File: src/rtl/bcd_alu_pkg.sv
package bcd_alu_pkg;

    localparam int BYTE_W = 8;
    localparam int NIB_W  = BYTE_W / 2;
    localparam int OP_W   = 3;

    typedef enum logic [OP_W-1:0] {
        OP_ADD = 3'd0,
        OP_ADC = 3'd1,
        OP_SUB = 3'd2,
        OP_SBC = 3'd3,
        OP_DA  = 3'd4
    } alu_op_e;

    typedef struct packed {
        logic c;
        logic z;
        logic s;
        logic d;
        logic h;
    } alu_flags_t;

endpackage

File: src/rtl/bcd_binary_core.sv
module bcd_binary_core
    import bcd_alu_pkg::*;
(
    input  logic [BYTE_W-1:0] lhs,
    input  logic [BYTE_W-1:0] rhs,
    input  logic              carry_in,
    input  logic              subtract,
    output logic [BYTE_W-1:0] value,
    output logic              carry_out,
    output logic              half_out
);

    logic [BYTE_W:0] wide;
    logic [NIB_W:0]  low;

    always_comb begin
        if (subtract) begin
            wide = {1'b0, lhs} - {1'b0, rhs} - {{BYTE_W{1'b0}}, carry_in};
            low  = {1'b0, lhs[NIB_W-1:0]} - {1'b0, rhs[NIB_W-1:0]}
                 - {{NIB_W{1'b0}}, carry_in};
        end else begin
            wide = {1'b0, lhs} + {1'b0, rhs} + {{BYTE_W{1'b0}}, carry_in};
            low  = {1'b0, lhs[NIB_W-1:0]} + {1'b0, rhs[NIB_W-1:0]}
                 + {{NIB_W{1'b0}}, carry_in};
        end
    end

    // The top bit of the widened sum is a carry for addition and a borrow for subtraction.
    assign value     = wide[BYTE_W-1:0];
    assign carry_out = wide[BYTE_W];
    assign half_out  = low[NIB_W];

endmodule

File: src/rtl/bcd_adjust_core.sv
module bcd_adjust_core
    import bcd_alu_pkg::*;
(
    input  logic [BYTE_W-1:0] raw,
    input  logic              c_in,
    input  logic              h_in,
    input  logic              sub_mode,
    output logic [BYTE_W-1:0] fixed,
    output logic              c_out
);

    localparam logic [BYTE_W-1:0] ADD_LO = 8'h06;
    localparam logic [BYTE_W-1:0] ADD_HI = 8'h60;
    localparam logic [BYTE_W-1:0] SUB_LO = 8'hFA;
    localparam logic [BYTE_W-1:0] SUB_HI = 8'hA0;

    logic [NIB_W-1:0]  lo_nib, hi_nib;
    logic              lo_over, hi_over, hi_nine;
    logic              fix_lo, fix_hi;
    logic [BYTE_W-1:0] corr_lo, corr_hi;

    assign lo_nib  = raw[NIB_W-1:0];
    assign hi_nib  = raw[BYTE_W-1:NIB_W];
    assign lo_over = lo_nib > 4'd9;
    assign hi_over = hi_nib > 4'd9;
    assign hi_nine = hi_nib == 4'd9;

    always_comb begin
        if (sub_mode) begin
            // After subtraction only the recorded borrows select a correction.
            fix_lo  = h_in;
            fix_hi  = c_in;
            corr_lo = fix_lo ? SUB_LO : '0;
            corr_hi = fix_hi ? SUB_HI : '0;
        end else begin
            fix_lo  = h_in | lo_over;
            fix_hi  = c_in | hi_over | (hi_nine & lo_over);
            corr_lo = fix_lo ? ADD_LO : '0;
            corr_hi = fix_hi ? ADD_HI : '0;
        end
    end

    assign fixed = raw + corr_lo + corr_hi;
    assign c_out = fix_hi;

endmodule

File: src/rtl/bcd_alu.sv
module bcd_alu
    import bcd_alu_pkg::*;
(
    input  logic              clk,
    input  logic              rst,
    input  logic              op_valid,
    input  logic [OP_W-1:0]   op_sel,
    input  logic [BYTE_W-1:0] dst_in,
    input  logic [BYTE_W-1:0] src_in,
    output logic [BYTE_W-1:0] result,
    output logic              flag_c,
    output logic              flag_z,
    output logic              flag_s,
    output logic              flag_d,
    output logic              flag_h
);

    alu_flags_t        flags_q, flags_d;
    logic [BYTE_W-1:0] result_q, result_d;

    logic              use_carry, is_sub;
    logic [BYTE_W-1:0] bin_value;
    logic              bin_carry, bin_half;
    logic [BYTE_W-1:0] adj_value;
    logic              adj_carry;

    assign use_carry = (op_sel == OP_ADC) || (op_sel == OP_SBC);
    assign is_sub    = (op_sel == OP_SUB) || (op_sel == OP_SBC);

    bcd_binary_core u_bin (
        .lhs       (dst_in),
        .rhs       (src_in),
        .carry_in  (use_carry & flags_q.c),
        .subtract  (is_sub),
        .value     (bin_value),
        .carry_out (bin_carry),
        .half_out  (bin_half)
    );

    bcd_adjust_core u_adj (
        .raw      (dst_in),
        .c_in     (flags_q.c),
        .h_in     (flags_q.h),
        .sub_mode (flags_q.d),
        .fixed    (adj_value),
        .c_out    (adj_carry)
    );

    always_comb begin
        result_d = result_q;
        flags_d  = flags_q;
        unique case (op_sel)
            OP_ADD, OP_ADC, OP_SUB, OP_SBC: begin
                result_d  = bin_value;
                flags_d.c = bin_carry;
                flags_d.h = bin_half;
                flags_d.d = is_sub;
                flags_d.z = (bin_value == '0);
                flags_d.s = bin_value[BYTE_W-1];
            end
            OP_DA: begin
                result_d  = adj_value;
                flags_d.c = adj_carry;
                flags_d.z = (adj_value == '0);
                flags_d.s = adj_value[BYTE_W-1];
            end
            default: begin
                result_d = result_q;
                flags_d  = flags_q;
            end
        endcase
    end

    always_ff @(posedge clk) begin
        if (rst) begin
            result_q <= '0;
            flags_q  <= '0;
        end else if (op_valid) begin
            result_q <= result_d;
            flags_q  <= flags_d;
        end
    end

    assign result = result_q;
    assign flag_c = flags_q.c;
    assign flag_z = flags_q.z;
    assign flag_s = flags_q.s;
    assign flag_d = flags_q.d;
    assign flag_h = flags_q.h;

endmodule

File: config.mk
export PLATFORM = sky130hd
export DESIGN_NAME = bcd_alu
export DESIGN_NICKNAME = d
export VERILOG_FILES = /design/src/rtl/bcd_alu_pkg.sv /design/src/rtl/bcd_binary_core.sv /design/src/rtl/bcd_adjust_core.sv /design/src/rtl/bcd_alu.sv
export SDC_FILE = /design/constraint.sdc
export NUM_CORES = 1
export LEC_CHECK = 0
export BUFFER_PORTS_ARGS = -buffer_cell sky130_fd_sc_hd__buf_4
export CAP_MARGIN = 20
export CORE_ASPECT_RATIO = 1.4
export CORE_MARGIN = 1.5
export CORE_UTILIZATION = 40
export DETAILED_ROUTE_END_ITERATION = 6
export SLEW_MARGIN = 20
export SYNTH_ARGS = -nofsm -noshare
export SYNTH_HDL_FRONTEND = slang
export SYNTH_SLANG_ARGS = --single-unit
File: constraint.sdc
create_clock -name clk -period 3.3 [get_ports clk]
set_clock_uncertainty 0.2 [all_clocks]
set_input_delay 0.165 -clock clk [delete_from_list [all_inputs] [get_ports clk]]
set_output_delay 0.165 -clock clk [all_outputs]
set_load 0.005 [all_outputs]
# Word level (Yosys, flattened, before mapping)
# Index checks and enable logic that the tools add are counted.
# totals
word_cells	50
register_bits	13
in_bits	22
# classes
mux	11
order_cmp	2
n_eq_ne	6
reduce_logical	10
addsub	10
bitwise_logic	5
# op_table
cell	n
$mux W8	4
$add A8 B8 Y8	2
$logic_not A8 Y1	2
$pmux W8 S2	1
$add A8 B8 Y9	1
$add A9 B1 Y9	1
$mux W9	1
$sub A8 B8 Y9	1
$sub A9 B1 Y9	1
$gt A4 B4 Y1 const B	2
$mux W7	1
$eq A3 B2 Y1 const B	2
$pmux W3 S2	1
$add A4 B4 Y5	1
$add A5 B1 Y5	1
$mux W5	1
$sub A4 B4 Y5	1
$sub A5 B1 Y5	1
$eq A4 B4 Y1 const B	1
$reduce_and A2 Y1	2
$reduce_or A4 Y1	1
$eq A3 B1 Y1 const B	1
$eq A3 B3 Y1 const B	1
$logic_not A3 Y1	1
8 further kinds	12

# Depth between registers and ports, before layout
# depth
ltp_word	8
ltp_mapped	12
depth_no_buf	12

# Hierarchy
# Synthesis repeated with hierarchy kept, for this count alone.
# hier_totals
cells_unflattened	231
area_unflattened_um2	1881.8
# by_module_without_submodules
module	cells_per_inst	n_inst	seq_area_each_um2	area_each_um2
bcd_binary_core	124	1	0.0	927.1
bcd_alu	67	1	240.2	595.6
bcd_adjust_core	40	1	0.0	359.1

# Worst setup path before layout
# Ideal clock, no wire load.
# synth_path
path_kind	reg2reg
start	register flags_q, in the netlist flag_c
end	register flags_q, in the netlist flag_z
path_stages_with_launch	11
path_slack_ps	207
arrival_time_ps	2797
setup_time_ps	96
n_path_buf	0
synth_period_minus_slack_ps	3093
cell_sequence	dfxtp_1 -> nand2_1 -> or2_2 -> fa_1 -> ha_1 -> o21ai_0 -> a21boi_0 -> nor2_1 -> a22o_1 -> or4_1 -> o41ai_2
# synth_between
elab_chain_cells	7
# synth_lines
item	line_no	source
from (decl)	bcd_alu.sv:18	alu_flags_t flags_q, flags_d;
from (signal assigned)	bcd_alu.sv:80	flags_q <= flags_d;
$or A1 B1 Y1 (2 in series)	bcd_adjust_core.sv:37	fix_hi = c_in | hi_over | (hi_nine & lo_over);
$mux W7	bcd_adjust_core.sv:39	corr_hi = fix_hi ? ADD_HI : '0;
$mux W8	bcd_adjust_core.sv:29	if (sub_mode) begin
$add A8 B8 Y8	bcd_adjust_core.sv:43	assign fixed = raw + corr_lo + corr_hi;
$logic_not A8 Y1	bcd_alu.sv:64	flags_d.z = (adj_value == '0);
$pmux W3 S2 *	bcd_alu.sv:52	unique case (op_sel)
# Mark *: on every way between the ends. The rest lies on a longest branch, timed or not.
# A chain may end at the register's enable or synchronous reset.

# Final worst setup path
# Ends and elaborated chain as after synthesis.

==> impl_metrics.prom <==
# TYPE chip_impl_metric gauge
chip_impl_metric{name="power.density_cell_area",unit="nW/um^2"} 306
chip_impl_info{name="cts_tree",value="done"} 1
chip_impl_metric{name="slew_worst_pin",unit="ps"} 656
chip_impl_metric{name="synth_cells",unit=""} 248
chip_impl_metric{name="timing_hold_violations_final",unit=""} 0
chip_impl_metric{name="post_cts_repair_timing_setup_buffer_count",unit=""} 0
chip_impl_metric{name="ys_ff_latch",unit=""} 12
chip_impl_metric{name="cell_internal_pwr",unit="mW"} 0.441
chip_impl_metric{name="io_buffers",unit=""} 34
chip_impl_metric{name="area_delta_synth_final",unit="%"} 21.0
chip_impl_metric{name="core_box_area",unit="sq um"} 4610
chip_impl_metric{name="final_cell_count_no_fill",unit=""} 348
chip_impl_info{name="endpoint_kind",value="flop"} 1
chip_impl_metric{name="ctsHtreeMaxLevel",unit=""} 1
chip_impl_metric{name="grt_max_degree",unit=""} 15
chip_impl_info{name="synthTopCellsByArea",value="ha_1 (19%), dfxtp_1 (12%), fa_1 (7.2%)"} 1
chip_impl_metric{name="site_rows",unit=""} 29
chip_impl_metric{name="worstSkewPairLatency",unit="ps"} 250
chip_impl_metric{name="power.net_switching",unit="mW"} 0.279
chip_impl_metric{name="synth_top_cell_area_share",unit=""} 0.193
chip_impl_metric{name="first_global_vias",unit=""} 1838
chip_impl_metric{name="drt-pass1-iter-count",unit=""} 4
chip_impl_metric{name="critical_path_required",unit="ps"} 3260
chip_impl_metric{name="ioPinCount",unit=""} 35
chip_impl_metric{name="drt_wl_total",unit="microns"} 5280
chip_impl_metric{name="preCtsSetupSlack",unit="ps"} 118
chip_impl_info{name="post-synth-top-area-cell",value="ha_1"} 1
chip_impl_metric{name="hpwlAfterDp",unit="microns"} 4470
chip_impl_metric{name="share_of_cells_above_drive_strength_1",unit=""} 0.192
chip_impl_metric{name="die_width",unit="microns"} 61.9
chip_impl_info{name="critical_path.cell_chain",value="nand2_1 -> or2_2 -> fa_2 -> inv_1 -> ha_1 -> o21ai_0 -> nand3b_1 -> a22o_1 -> or4_1 -> o41ai_2"} 1
chip_impl_metric{name="synthesis.nets",unit=""} 307
chip_impl_info{name="category_of_the_critical_setup_timing_path",value="reg2reg"} 1
chip_impl_metric{name="power.switching_fraction",unit=""} 0.388
chip_impl_metric{name="avgViaCountPerCell",unit=""} 5.53
chip_impl_metric{name="timing.final.ws_setup",unit="ps"} 163
chip_impl_metric{name="timing.setup.tns",unit="ps"} 0
chip_impl_info{name="most-common-layout-cells",value="buf_4 (41), ha_1 (30), inv_1 (27), nor2_1 (19), o21ai_0 (16)"} 1
chip_impl_metric{name="clock_sink_count",unit=""} 12
chip_impl_metric{name="diodes",unit=""} 0
chip_impl_info{name="setup.worst_path.start_class",value="flop"} 1
chip_impl_metric{name="effective_utilization_at_floorplan",unit=""} 0.422
chip_impl_metric{name="die_h",unit="microns"} 85.5
chip_impl_metric{name="combPwrFrac",unit=""} 0.539
chip_impl_metric{name="ir_worst_vdd",unit="mV"} 0.129
chip_impl_metric{name="number_of_enable_type_register_cells_in_the_synthesized_netlist",unit=""} 0
chip_impl_info{name="slowest_cp_cell",value="fa_2"} 1
chip_impl_metric{name="syn_area",unit="sq um"} 1940
chip_impl_metric{name="sequentialPowerShare",unit=""} 0.227
chip_impl_metric{name="fp.dieArea",unit="sq um"} 5290
chip_impl_metric{name="max-clock-path-buffers",unit=""} 2
chip_impl_metric{name="place.detailed.instances",unit=""} 343
chip_impl_info{name="worst_hold_path_type",value="in2reg"} 1
chip_impl_metric{name="grt_first_pass_wirelength",unit="microns"} 8470
chip_impl_metric{name="critical-path-max-stage-delay",unit="ps"} 560
chip_impl_metric{name="cp.arrival",unit="ps"} 3100
chip_impl_metric{name="post_synthesis_average_cell_area",unit="sq um"} 7.84
chip_impl_metric{name="clk_transition_reported_paths",unit="ps"} 60
chip_impl_metric{name="p_leak",unit="nW"} 1.09
chip_impl_metric{name="finalMaxSlewViolations",unit=""} 0
chip_impl_metric{name="yosys.cell_types.count",unit=""} 54
chip_impl_metric{name="worst_rel_slew_slack",unit=""} 0.561
chip_impl_metric{name="report.final.setup_viol",unit=""} 0
chip_impl_metric{name="ys_seq_area_frac",unit=""} 0.124
chip_impl_metric{name="drt.antenna.violating_nets",unit=""} 0
chip_impl_metric{name="postSynth.asyncResetShare",unit=""} 0
chip_impl_metric{name="antenna_found_initial",unit=""} 0
chip_impl_metric{name="overflow",unit=""} 0
chip_impl_metric{name="power.share.clock",unit=""} 0.233
chip_impl_metric{name="crit_path_max_fanout",unit=""} 3
chip_impl_info{name="synth_top_flop_cell",value="dfxtp_1"} 1
chip_impl_metric{name="finalWeightedCongestion",unit=""} 0.931
chip_impl_metric{name="finalCriticalPeriod",unit="ps"} 3140
chip_impl_metric{name="detailedRoute.firstIterationViolations",unit=""} 103
chip_impl_metric{name="total_buffers_and_inverters_traversed_by_the_critical_path",unit=""} 1
chip_impl_metric{name="ys.warnings.count",unit=""} 0
chip_impl_metric{name="nFillCells",unit=""} 490
chip_impl_metric{name="post-layout-total-power",unit="mW"} 0.720
chip_impl_metric{name="number_of_cts_inserted_buffers",unit=""} 3
chip_impl_metric{name="drt_drc_violations_left",unit=""} 0
chip_impl_metric{name="detailroute.via_count",unit=""} 1924
chip_impl_info{name="layout.cells.most_common",value="buf_4"} 1
chip_impl_info{name="worst_path_dominant_cell_family",value="simple AND/OR/NAND/NOR gates"} 1
chip_impl_metric{name="fmax",unit="MHz"} 319
chip_impl_metric{name="cap_viol_max_count",unit=""} 0
chip_impl_metric{name="timing.final.crit_share",unit=""} 0.951
chip_impl_info{name="status",value="finished, final reports clean"} 1
chip_impl_metric{name="grt_usage",unit=""} 0.212
chip_impl_metric{name="detail_routed_net_length_per_standard_cell",unit="microns"} 15.2
chip_impl_metric{name="holdWs",unit="ps"} 17.6
chip_impl_metric{name="nets_final",unit=""} 346
chip_impl_info{name="clock_tree.root_cell",value="clkbuf_8"} 1
[sequential cells by signal, summed over array words and instances (netlist names)]
name / flops
flag_h: 1
flag_c: 1
flag_z: 1
flag_d: 1
flag_s: 1
result: 7
[final timing paths]
path	from	slack, ps	cells after the start	endpoint
max	flag_c	160	10	flag_z
max reg2reg	flag_c	160	10	flag_z
min	dst_in[0]	20	3	result[0]
min reg2reg	result[1]	270	2	result[1]
[logic make-up (layout without fill, tap and decap cells)]
logic type                 count (synthesis)  in the layout  share of synthesized area
and+or+nand+nor                           78             78                      0.217
xor gates and xnor gates                  11             11                     0.0495
AOI/OAI and AO/OA                         70             70                      0.245
DFF                                       12             12                      0.124
muxes                                      5              5                     0.0257
adders and majority gates                 37             37                      0.265
buffers and inverters                     35             73                     0.0746
[layer usage]
metal  up-vias  wire (microns)  global-route usage
li1        969               -                   -
met4         0             146              0.0793
met3        12             141              0.0196
met5         -               0                   0
met2        37            2750               0.374
met1       906            2250               0.255
[synth_stat cells (2+ instances only)]
master and count:
xnor2_1 7, nand2b_1 3, fa_1 7, nor4_1 2, nand2_1 12, a21boi_0 2, ha_1 30, buf_2 2
o21ai_0 16, xor2_1 4, a21oi_1 15, a311oi_1 4, mux2i_1 5, o31ai_1 6, nor2_1 19, o211ai_1 3
dfxtp_1 12, and2_1 4, a22o_1 2, a211oi_1 4, nor3_1 6, clkbuf_1 2, or3_1 4, a31oi_1 2
inv_1 27, buf_4 3, nor2b_1 7, nand3b_1 2, or2_2 3, nand3_1 8, o22ai_1 2
[worst min-delay path, cell delays in order]
cell and delay [ps]:
buf_4 120, nand2_1 50, a311oi_1 80
[power by group through the flow]
stage                     Sequential, mW  Clock (mW)  Combinational, mW
after floorplan                    0.169           0              0.260
after global placement             0.167           0              0.382
after detailed placement           0.167           0              0.385
after CTS                          0.164       0.165              0.387
after global routing               0.165       0.177              0.434
final                              0.164       0.168              0.388
[metrics by stage]
step	utilization	instance area, sq um
2_1_floorplan	-	1940
3_3_place_gp	0.496	2290
3_5_place_dp	0.496	2290
4_1_cts	0.510	2350
5_1_grt	0.511	2350
6_report	0.511	2350
[area by class of cell]
| cell class | count | area (sq um) | area share |
|---|---|---|---|
| Inverter | 27 | 101 | 0.0431 |
| Multi-Input combinational cell | 201 | 1560 | 0.663 |
| Timing Repair Buffer | 42 | 318 | 0.135 |
| Sequential cell | 12 | 240 | 0.102 |
| Clock buffer | 4 | 55.1 | 0.0234 |
| Tap cell | 62 | 77.6 | 0.0330 |
[what timing repair did]
action	4_1_cts	5_1_grt
gates resized for setup	0	2
hold buffers	1	0
setup endpoints to repair	0	1
hold endpoints to repair	7	0
(Power assumes the default switching activity.)
